===== src/rtl/rx_pol_pkg.sv =====
package rx_pol_pkg;
    localparam int RUN_LEN = 5;
    localparam int ETD_NEED = 2;

    typedef struct packed {
        logic target;   // chosen polarity, 1 = inverted
        logic applied;  // polarity used by the data path
        logic armed;
        logic accept;
    } ctrl_st_t;

    typedef struct packed {
        logic bit_v;
        logic vld;
    } dp_st_t;
endpackage


===== src/rtl/rxp_pulse_run.sv =====
module rxp_pulse_run #(
    parameter int RUN_LEN = rx_pol_pkg::RUN_LEN
) (
    input  logic clk,
    input  logic rst_n,
    input  logic link_pass_i,
    input  logic lp_stb_i,
    input  logic lp_neg_i,
    output logic seed_vld_o,
    output logic seed_neg_o
);
    localparam int CW = $clog2(RUN_LEN + 1);

    typedef struct packed {
        logic [CW-1:0] cnt;
        logic          neg;
        logic          link;
    } run_st_t;

    run_st_t run_d, run_q;

    always_comb begin
        run_d      = run_q;
        run_d.link = link_pass_i;
        if (link_pass_i) begin
            run_d.cnt = '0;
        end else if (lp_stb_i) begin
            if (run_q.cnt != '0 && run_q.neg == lp_neg_i) begin
                if (run_q.cnt < CW'(RUN_LEN)) run_d.cnt = run_q.cnt + 1'b1;
            end else begin
                run_d.cnt = CW'(1);
                run_d.neg = lp_neg_i;
            end
        end
        seed_vld_o = link_pass_i && !run_q.link && (run_q.cnt == CW'(RUN_LEN));
        seed_neg_o = run_q.neg;
    end

    always_ff @(posedge clk) begin
        if (!rst_n) run_q <= '0;
        else        run_q <= run_d;
    end

    // run count never exceeds its saturation value
    assert_run_bound_R2: assert property (@(posedge clk) disable iff (!rst_n)
        run_q.cnt <= CW'(RUN_LEN));
    // the count is empty while the link passes
    assert_run_clear_R2: assert property (@(posedge clk) disable iff (!rst_n)
        link_pass_i |=> run_q.cnt == '0);
endmodule


===== src/rtl/rxp_etd_judge.sv =====
module rxp_etd_judge #(
    parameter int NEED = rx_pol_pkg::ETD_NEED
) (
    input  logic clk,
    input  logic rst_n,
    input  logic enable_i,
    input  logic etd_stb_i,
    input  logic etd_neg_i,
    input  logic etd_valid_i,
    output logic lock_o,
    output logic lock_neg_o
);
    localparam int CW = $clog2(NEED + 1);

    typedef struct packed {
        logic [CW-1:0] cnt;
        logic          neg;
    } etd_st_t;

    etd_st_t etd_d, etd_q;

    always_comb begin
        etd_d      = etd_q;
        lock_o     = 1'b0;
        lock_neg_o = etd_q.neg;
        if (!enable_i) begin
            etd_d.cnt = '0;
        end else if (etd_stb_i) begin
            if (!etd_valid_i) begin
                etd_d.cnt = '0;
            end else if (etd_q.cnt != '0 && etd_q.neg == etd_neg_i) begin
                etd_d.cnt = etd_q.cnt + 1'b1;
            end else begin
                etd_d.cnt = CW'(1);
                etd_d.neg = etd_neg_i;
            end
            if (etd_d.cnt == CW'(NEED)) begin
                lock_o     = 1'b1;
                lock_neg_o = etd_d.neg;
                etd_d.cnt  = '0;
            end
        end
    end

    always_ff @(posedge clk) begin
        if (!rst_n) etd_q <= '0;
        else        etd_q <= etd_d;
    end

    // an invalid delimiter empties the consecutive count
    assert_invalid_clears_R5: assert property (@(posedge clk) disable iff (!rst_n)
        (enable_i && etd_stb_i && !etd_valid_i) |=> etd_q.cnt == '0);
    // nothing is counted while disabled
    assert_idle_when_off_R8: assert property (@(posedge clk) disable iff (!rst_n)
        !enable_i |=> etd_q.cnt == '0);
    // a lock needs a strobe of a valid delimiter
    assert_lock_on_valid_R4: assert property (@(posedge clk) disable iff (!rst_n)
        lock_o |-> (etd_stb_i && etd_valid_i && enable_i));
endmodule


===== src/rtl/rxp_pol_ctrl.sv =====
module rxp_pol_ctrl
    import rx_pol_pkg::*;
(
    input  logic clk,
    input  logic rst_n,
    input  logic link_pass_i,
    input  logic rx_frame_i,
    input  logic lp_stb_i,
    input  logic lp_neg_i,
    input  logic seed_vld_i,
    input  logic seed_neg_i,
    input  logic lock_i,
    input  logic lock_neg_i,
    output logic etd_en_o,
    output logic applied_o,
    output logic armed_o,
    output logic accept_o
);
    ctrl_st_t ctl_d, ctl_q;

    always_comb begin
        ctl_d = ctl_q;
        if (!link_pass_i)    ctl_d.armed = 1'b1;
        else if (lock_i)     ctl_d.armed = 1'b0;

        if (lock_i)                      ctl_d.target = lock_neg_i;
        else if (seed_vld_i && ctl_q.armed) ctl_d.target = seed_neg_i;

        if (!rx_frame_i) ctl_d.applied = ctl_q.target;

        ctl_d.accept = lp_stb_i &&
                       (!link_pass_i || !ctl_q.armed || (lp_neg_i == ctl_q.target));

        etd_en_o  = link_pass_i && ctl_q.armed;
        applied_o = ctl_q.applied;
        armed_o   = ctl_q.armed;
        accept_o  = ctl_q.accept;
    end

    always_ff @(posedge clk) begin
        if (!rst_n) ctl_q <= '{target: 1'b0, applied: 1'b0, armed: 1'b1, accept: 1'b0};
        else        ctl_q <= ctl_d;
    end

    // link fail re-arms
    assert_fail_rearms_R8: assert property (@(posedge clk) disable iff (!rst_n)
        !link_pass_i |=> ctl_q.armed);
    // disarm only follows a delimiter lock
    assert_disarm_by_lock_R4: assert property (@(posedge clk) disable iff (!rst_n)
        $fell(ctl_q.armed) |-> $past(lock_i));
    // applied polarity frozen during a frame
    assert_no_mid_frame_R7: assert property (@(posedge clk) disable iff (!rst_n)
        rx_frame_i |=> $stable(ctl_q.applied));
    // recognition only follows a pulse strobe
    assert_accept_needs_pulse_R3: assert property (@(posedge clk) disable iff (!rst_n)
        ctl_q.accept |-> $past(lp_stb_i));
    // once disarmed in pass, target is fixed
    assert_locked_target_R8: assert property (@(posedge clk) disable iff (!rst_n)
        (!ctl_q.armed && link_pass_i) |=> $stable(ctl_q.target));
endmodule


===== src/rtl/rxp_datapath.sv =====
module rxp_datapath
    import rx_pol_pkg::*;
(
    input  logic clk,
    input  logic rst_n,
    input  logic invert_i,
    input  logic rx_bit_i,
    input  logic rx_vld_i,
    output logic rx_bit_o,
    output logic rx_vld_o
);
    dp_st_t dp_d, dp_q;

    always_comb begin
        dp_d.bit_v = rx_bit_i ^ invert_i;
        dp_d.vld   = rx_vld_i;
        rx_bit_o   = dp_q.bit_v;
        rx_vld_o   = dp_q.vld;
    end

    always_ff @(posedge clk) begin
        if (!rst_n) dp_q <= '0;
        else        dp_q <= dp_d;
    end

    // valid output always stems from a valid input one cycle earlier
    assert_vld_latency_R6: assert property (@(posedge clk) disable iff (!rst_n)
        dp_q.vld |-> $past(rx_vld_i));
endmodule


===== src/rtl/rx_polarity_corrector.sv =====
module rx_polarity_corrector
    import rx_pol_pkg::*;
#(
    parameter int RUN_LEN  = rx_pol_pkg::RUN_LEN,
    parameter int ETD_NEED = rx_pol_pkg::ETD_NEED
) (
    input  logic clk,
    input  logic rst_n,
    input  logic link_pass_i,
    input  logic lp_stb_i,
    input  logic lp_neg_i,
    input  logic etd_stb_i,
    input  logic etd_neg_i,
    input  logic etd_valid_i,
    input  logic rx_frame_i,
    input  logic rx_bit_i,
    input  logic rx_vld_i,
    output logic rx_bit_o,
    output logic rx_vld_o,
    output logic pol_inv_o,
    output logic armed_o,
    output logic lp_accept_o
);
    logic seed_vld, seed_neg, lock, lock_neg, etd_en, applied;

    rxp_pulse_run #(.RUN_LEN(RUN_LEN)) i_run (
        .clk(clk), .rst_n(rst_n), .link_pass_i(link_pass_i),
        .lp_stb_i(lp_stb_i), .lp_neg_i(lp_neg_i),
        .seed_vld_o(seed_vld), .seed_neg_o(seed_neg)
    );

    rxp_etd_judge #(.NEED(ETD_NEED)) i_etd (
        .clk(clk), .rst_n(rst_n), .enable_i(etd_en),
        .etd_stb_i(etd_stb_i), .etd_neg_i(etd_neg_i), .etd_valid_i(etd_valid_i),
        .lock_o(lock), .lock_neg_o(lock_neg)
    );

    rxp_pol_ctrl i_ctrl (
        .clk(clk), .rst_n(rst_n), .link_pass_i(link_pass_i), .rx_frame_i(rx_frame_i),
        .lp_stb_i(lp_stb_i), .lp_neg_i(lp_neg_i),
        .seed_vld_i(seed_vld), .seed_neg_i(seed_neg),
        .lock_i(lock), .lock_neg_i(lock_neg),
        .etd_en_o(etd_en), .applied_o(applied), .armed_o(armed_o), .accept_o(lp_accept_o)
    );

    rxp_datapath i_dp (
        .clk(clk), .rst_n(rst_n), .invert_i(applied),
        .rx_bit_i(rx_bit_i), .rx_vld_i(rx_vld_i),
        .rx_bit_o(rx_bit_o), .rx_vld_o(rx_vld_o)
    );

    assign pol_inv_o = applied;

    // out of reset the block is armed
    assert_armed_at_start_R1: assert property (@(posedge clk)
        $rose(rst_n) |-> armed_o);
endmodule


===== config.mk =====
export PLATFORM = sky130hd
export DESIGN_NAME = rx_polarity_corrector
export DESIGN_NICKNAME = d
export VERILOG_FILES = /design/src/rtl/rx_pol_pkg.sv /design/src/rtl/rxp_pulse_run.sv /design/src/rtl/rxp_etd_judge.sv /design/src/rtl/rxp_pol_ctrl.sv /design/src/rtl/rxp_datapath.sv /design/src/rtl/rx_polarity_corrector.sv
export SDC_FILE = /design/constraint.sdc
export NUM_CORES = 1
export LEC_CHECK = 0
export ABC_AREA = 0
export BUFFER_PORTS_ARGS = -buffer_cell sky130_fd_sc_hd__clkbuf_2
export CAP_MARGIN = 15
export CORE_MARGIN = 5
export CORE_UTILIZATION = 48
export CTS_CLUSTER_DIAMETER = 120
export DETAILED_ROUTE_END_ITERATION = 12
export GPL_ROUTABILITY_DRIVEN = 0
export HOLD_SLACK_MARGIN = 0.05
export PLACE_DENSITY = 0.73
export RECOVER_POWER = 100
export SLEW_MARGIN = 0
export SYNTH_ARGS = -nofsm -noshare
export SYNTH_HDL_FRONTEND = slang
export SYNTH_SLANG_ARGS = --single-unit
export TNS_END_PERCENT = 50

===== constraint.sdc =====
create_clock -name clk -period 1.9 [get_ports clk]
set_input_delay 0.19 -clock clk [delete_from_list [all_inputs] [get_ports clk]]
set_output_delay 0.19 -clock clk [all_outputs]
set_load 0.02 [all_outputs]

# Yosys cells after proc, flatten, opt, wreduce, memory -nomap -nowiden

Index checks and enable logic that the tools add are counted.

Register bits: 14
Input port bits: 11
Output and inout port bits: 5
Word-level logic and storage cells: 62

Add/sub/neg operators: 2
Magnitude comparators: 1
Equal/unequal tests: 6
Mux-type cells: 17
Bitwise logic cells: 4
Reduce and logical (&&, ||, !) cells: 21

Operators with widths:

| kind                                                           | count |
|---|---|
| 1-bit two-way mux                                              | 10 |
| 2-bit two-way mux                                              | 5 |
| 2-bit AND reduction                                            | 4 |
| 1-bit logical AND                                              | 7 |
| 3-bit two-way mux                                              | 2 |
| 2-bit nonzero test                                             | 2 |
| 3-bit by 1-bit adder with 3-bit output (second input constant) | 1 |
| 1-bit == test                                                  | 3 |
| 3-bit == test (second input constant)                          | 1 |
| 1-bit logical NOT                                              | 3 |
| 3-bit less-than comparator (second input constant)             | 1 |
| 1-bit inverter                                                 | 3 |
| 3-bit AND reduction                                            | 1 |
| 3-bit nonzero test                                             | 1 |
| 2-bit by 1-bit adder with 2-bit output (second input constant) | 1 |
| 2-bit == test (second input constant)                          | 1 |
| 1-bit logical OR                                               | 2 |
| 2-bit != test (second input constant)                          | 1 |
| 2-bit OR reduction                                             | 1 |
| 1-bit bitwise XOR                                              | 1 |

# Depth between registers and ports, before layout

Word-level depth: 11
Gate-level depth with buffers: 6
Mapped depth without buffers: 6

# Hierarchy

Synthesis repeated with hierarchy kept, for this count alone.

Cells, all modules: 74
Area total of the unflattened synthesis: 713.2 um^2

By module, submodules not included:

| module        | instances | cells each | area each (um^2) | sequential area each (um^2) |
|---|---|---|---|---|
| rxp_pulse_run | 1         | 32         | 304.0            | 100.1 |
| rxp_etd_judge | 1         | 21         | 183.9            | 60.1 |
| rxp_pol_ctrl  | 1         | 16         | 163.9            | 80.1 |
| rxp_datapath  | 1         | 5          | 61.3             | 40.0 |

# Worst setup path before layout

OpenSTA, ideal clock, no wires.

Path type: reg2reg
Start point: register i_etd.etd_q[1] in the netlist's numbering
End point: register i_ctrl.ctl_q, in the netlist i_ctrl.armed_o
Setup time: 115 ps
Arrival: 1,333 ps
Slack: 452 ps
Stages on the path, launching flop included: 7
Period minus slack after synthesis: 1,448 ps
Cell sequence: dfxtp_1 inv_1 ha_1 nand2b_1 or4_4 nand2_1 nand2_1

Longest elaborated chain between the ends: 10

RTL lines:

| item                                                                           | line                | text |
|---|---|---|
| start: declaration                                                             | rxp_etd_judge.sv:20 | `etd_st_t etd_d, etd_q;` |
| start signal: assignment                                                       | rxp_etd_judge.sv:47 | `else etd_q <= etd_d;` |
| branches (longest 2 deep; another with 2-bit by 1-bit adder with 2-bit output) | n/a                 |  |
| 2-bit two-way mux (*)                                                          | rxp_etd_judge.sv:31 | `end else if (etd_q.cnt != '0 && etd_q.neg == etd_neg_i) begin` |
| 2-bit two-way mux (*)                                                          | rxp_etd_judge.sv:29 | `if (!etd_valid_i) begin` |
| 2-bit two-way mux (*)                                                          | rxp_etd_judge.sv:28 | `end else if (etd_stb_i) begin` |
| 2-bit two-way mux (*)                                                          | rxp_etd_judge.sv:26 | `if (!enable_i) begin` |
| 2-bit == test (*)                                                              | rxp_etd_judge.sv:37 | `if (etd_d.cnt == CW'(NEED)) begin` |
| 1-bit two-way mux (*)                                                          | rxp_etd_judge.sv:37 |  |
| 1-bit two-way mux (*)                                                          | rxp_etd_judge.sv:28 |  |
| 1-bit two-way mux (*)                                                          | rxp_etd_judge.sv:26 |  |
| end signal: assignment                                                         | rxp_pol_ctrl.sv:41  | `if (!rst_n) ctl_q <= '{target: 1'b0, applied: 1'b0, armed: 1'b1, accept: 1'b0};` |
| end signal: assignment                                                         | rxp_pol_ctrl.sv:42  | `else ctl_q <= ctl_d;` |
| end: declaration                                                               | rxp_pol_ctrl.sv:19  | `ctrl_st_t ctl_d, ctl_q;` |

Every way passes the cells marked *. The select of a mux whose other input is x is not followed.
A chain may end at the register's enable or synchronous reset.

# Final worst setup path

Same ends and word-level chain as after synthesis.

==> results.rst <==
.. list-table::
   :header-rows: 1

   * - Metric
     - Value
   * - Status
     - finished, final reports clean
   * - Fill cell instance count of the final layout
     - 128
   * - Worst Max-Slew Pin Slew
     - 0.355 ns
   * - Final routed wirelength across all metal layers
     - 1210 µm
   * - Synthesized-area fraction occupied by adder cells
     - 7.42%
   * - Max cap viols
     - 0
   * - Number of endpoints with negative hold slack in the final report
     - 0
   * - Worst Skew
     - 0.00383 ns
   * - Cell types occupying the most area after synthesis
     - dfxtp_1, ha_1, mux2i_1, xor2_1, nor2b_1
   * - Worst-case hold path end point
     - i_dp.rx_vld_o$_SDFF_PN0_
   * - Simple-gate area share of the yosys netlist
     - 22.3%
   * - Headroom to the max-slew limit
     - 76.0%
   * - First-pass GRT wire length
     - 2270 µm
   * - Worst Hold Slack
     - 0.114 ns
   * - CTS Buffer Depth
     - 2
   * - Multi-input gate area
     - 364 µm²
   * - Overall die area
     - 2250 µm²
   * - TritonCTS clock tree
     - done
   * - Port bufs
     - 15
   * - Family of cells with the greatest summed delay on the critical path
     - simple AND/OR/NAND/NOR gates
   * - Reg power frac
     - 53.4%
   * - List of cells traversed by the critical path
     - inv_1, ha_1, nand2b_1, or4_1, nand2_1, nand2_1
   * - Overall die height
     - 47.5 µm
   * - IR Drop Worst-Case VDD
     - 0.469 mV
   * - Worst reg2reg setup slack
     - 0.32 ns
   * - Compound-Gate Fraction of Synth Area
     - 13.9%
   * - Clk Tree Root Cell
     - clkbuf_4
   * - Post-synthesis cell type count
     - 25
   * - Worst EP arrival
     - 1.75 ns
   * - Total of warnings raised by yosys
     - 0
   * - Count of non-filler cells in the finished layout
     - 103
   * - Combined flip-flop and latch cell area
     - 280 µm²
   * - Initial antenna violation count
     - 0
   * - Final setup violation count
     - 0
   * - Synthesized area per cell
     - 9.92 µm²
   * - # nets final
     - 104
   * - Synthesized cell area
     - 674 µm²
   * - Reg clk slew, reported paths
     - 0.08 ns
   * - Combinational share of power
     - 9.7%
   * - Min-delay src
     - rx_vld_i
   * - Inst Count DP
     - 99
   * - Core Rows
     - 13
   * - Routed length per instance
     - 11.8 µm
   * - Cells after synthesis
     - 68
   * - Mux share of post-synthesis cell area
     - 7.42%
   * - Num CTS Buffers
     - 3
   * - CTS sink count
     - 14
   * - Beginning of the worst register-to-register path
     - i_etd.etd_q[1]$_SDFFE_PN0P_
   * - Sum of internal, switching and leakage power
     - 0.000572 W
   * - Fmax
     - 634 MHz
   * - Type of destination of the critical path
     - flop
   * - Fraction of the yosys area taken by sequential cells
     - 41.6%
   * - Static leakage power
     - 0.326 nW
   * - Core region area
     - 1320 µm²
   * - Switching share of total power
     - 22.8%
   * - Slowest-stage cell, CP
     - or4_1
   * - Cell count of the worst hold path
     - 2
   * - Overall fraction of global-route tracks in use
     - 14.2%
   * - Number of DRC markers after the initial detailed-route iteration
     - 13
   * - Chip Width
     - 47.5 µm
   * - Required time at the endpoint of the critical path
     - 2.08 ns
   * - Vias post-DR
     - 535
   * - Sw power
     - 0.000130 W
   * - Type of origin of the critical path
     - flop
   * - Vias in the first global route
     - 577
   * - Resized cells post-CTS
     - 0
   * - H-tree Lvls
     - 1
   * - Total iterations of the first detailed-routing run
     - 4
   * - Most common cell in the synthesized netlist
     - dfxtp_1
   * - Most numerous cell on the critical path
     - nand2_1
   * - Worst skew pair latency
     - 0.28 ns
   * - Final period util
     - 83.0%
   * - Slew Limit Fails
     - 0
   * - Ys async rst share
     - 0%
   * - Final antenna-violating net count
     - 0
   * - Unrepaired setup endpoints after global routing
     - no
   * - Layout overhead on the synthesized area
     - 17.1%
   * - Largest family of logic cells by synthesized area
     - simple AND/OR/NAND/NOR gates
   * - Critical setup path kind
     - reg2reg
   * - Number of buffers inserted to repair setup after CTS
     - 0
   * - Maximum fanout along the worst path
     - 4
   * - Boundary Pins
     - 16
   * - Total negative slack for setup checks
     - 0 ns
   * - Cell type contributing the most total cell area after synthesis
     - dfxtp_1
   * - Post-layout min period
     - 1.58 ns
   * - XOR/XNOR share of the synthesized area
     - 5.19%
   * - Post-synth top area share
     - 41.6%
   * - Grt ovf
     - 0
   * - Count of buffering cells on the critical path with inverters included
     - 1
   * - Utilization after layout
     - 59.9%
   * - FF-to-FF End
     - i_ctrl.armed_o$_SDFFE_PN1P_
   * - Via-per-instance ratio
     - 5.19
   * - Hold-fix buffer count after cts
     - 0
   * - #FFs+latches synth
     - 14
   * - Pin count of the biggest net entering global routing
     - 10
   * - # diodes
     - 0
   * - Syn_nets
     - 83
   * - Top cell types by occurrence after synthesis
     - dfxtp_1, mux2i_1, nor2b_1
   * - Pwr/cell area
     - 725 nW/µm²
   * - Largest stage delay, worst path
     - 0.50 ns
   * - Top flip-flop cell by instance count after synthesis
     - dfxtp_1
   * - Worst reg2reg path depth
     - 6
   * - Pint
     - 0.000442 W
   * - CP startpoint
     - i_etd.etd_q[1]$_SDFFE_PN0P_
   * - Clock network fraction of design power
     - 37.0%
   * - Ratio of cells with drive above 1 in the final layout
     - 17.0%
   * - Post-synth EDFFs
     - 0
   * - Starting Density
     - 51.2%
   * - Remaining design rule violation count
     - 0
   * - Detailed-placement wirelength estimate
     - 987 µm
   * - HP Class
     - in2reg
[cell families after synthesis]
kind of cell / Yosys count
AND/OR/NAND/NOR: 24
XOR/XNOR: 4
adder cells (fa/ha/maj): 4
multiplexers: 5
buffers and inverters: 4
flip-flops: 14
AO/OA/AOI/OAI: 13
[sequential cells by signal, summed over array words and instances (netlist names)]
name and count:
i_ctrl.accept_o 1, i_dp.rx_vld_o 1, i_ctrl.armed_o 1, i_run.run_q 4, i_run.seed_neg_o 1, i_ctrl.applied_o 1, i_etd.etd_q 3, i_dp.rx_bit_o 1
i_ctrl.ctl_q 1
[worst max-delay path by stage]
stage	endpoint	slack, ns	cells after the start
after floorplan	i_ctrl.armed_o$_SDFFE_PN1P_	0.45	6
after global placement	i_ctrl.armed_o$_SDFFE_PN1P_	0.42	6
after detailed placement	i_ctrl.armed_o$_SDFFE_PN1P_	0.36	6
after CTS	i_ctrl.armed_o$_SDFFE_PN1P_	0.34	6
after global routing	i_ctrl.armed_o$_SDFFE_PN1P_	0.20	6
final	i_ctrl.armed_o$_SDFFE_PN1P_	0.32	6
[area by class of cell]
cell class              instances  area share, %
multi-input cells              50           46.1
flip-flops and latches         14           35.5
repair buffers                 16           9.51
clock buffers                   4           4.60
well taps                      15           2.38
inverters                       4           1.90
[routing by layer]
layer | wire [µm] | vias to the layer above | track usage (%)
met4 | 0 | 0 | 5.52
met3 | 68 | 0 | 5.64
met1 | 580 | 235 | 17.9
met5 | 0 | - | 0
li1 | - | 284 | -
met2 | 563 | 16 | 21.7
[power by group through the flow]
stage	Combinational, W	Clock [W]	Sequential (W)
2_1_floorplan	0.0000285	0	0.000316
6_report	0.0000553	0.000212	0.000306
3_5_place_dp	0.0000584	0	0.000313
3_3_place_gp	0.0000569	0	0.000312
4_1_cts	0.0000589	0.000219	0.000306
5_1_grt	0.0000634	0.000235	0.000307
[layout by cell type (no fill, tap or decap), drive strengths merged]
| cell type | count |
|---|---|
| a211oi | 1 |
| a21o | 1 |
| a21oi | 4 |
| a22oi | 1 |
| a311o | 1 |
| a31oi | 1 |
| and2 | 3 |
| buf | 1 |
| clkbuf | 19 |
| dfxtp | 14 |
| ha | 4 |
| inv | 4 |
| mux2i | 5 |
| nand2 | 4 |
| nand2b | 3 |
| nand4 | 2 |
| nor2 | 3 |
| nor2b | 5 |
| nor4b | 1 |
| nor4bb | 1 |
| o21ai | 1 |
| o311ai | 1 |
| o31ai | 1 |
| o41ai | 1 |
| or2 | 1 |
| or4 | 1 |
| xor2 | 4 |
[through the flow]
| step | worst slack, ns | instance area, µm² |
|---|---|---|
| finish | 0.323 | 790 |
| global route | 0.203 | 790 |
| CTS | 0.340 | 812 |
| detailed placement | 0.363 | 776 |
| global placement | 0.417 | 776 |
| floorplan | 0.452 | 674 |
[worst register-to-register path, stage by stage, from the launching register on]
cell and delay (ns):
dfxtp_1 0.36, inv_1 0.08, ha_1 0.21, nand2b_1 0.18, or4_1 0.50, nand2_1 0.08, nand2_1 0.05
No activity file was read; power rests on OpenSTA's default activity.
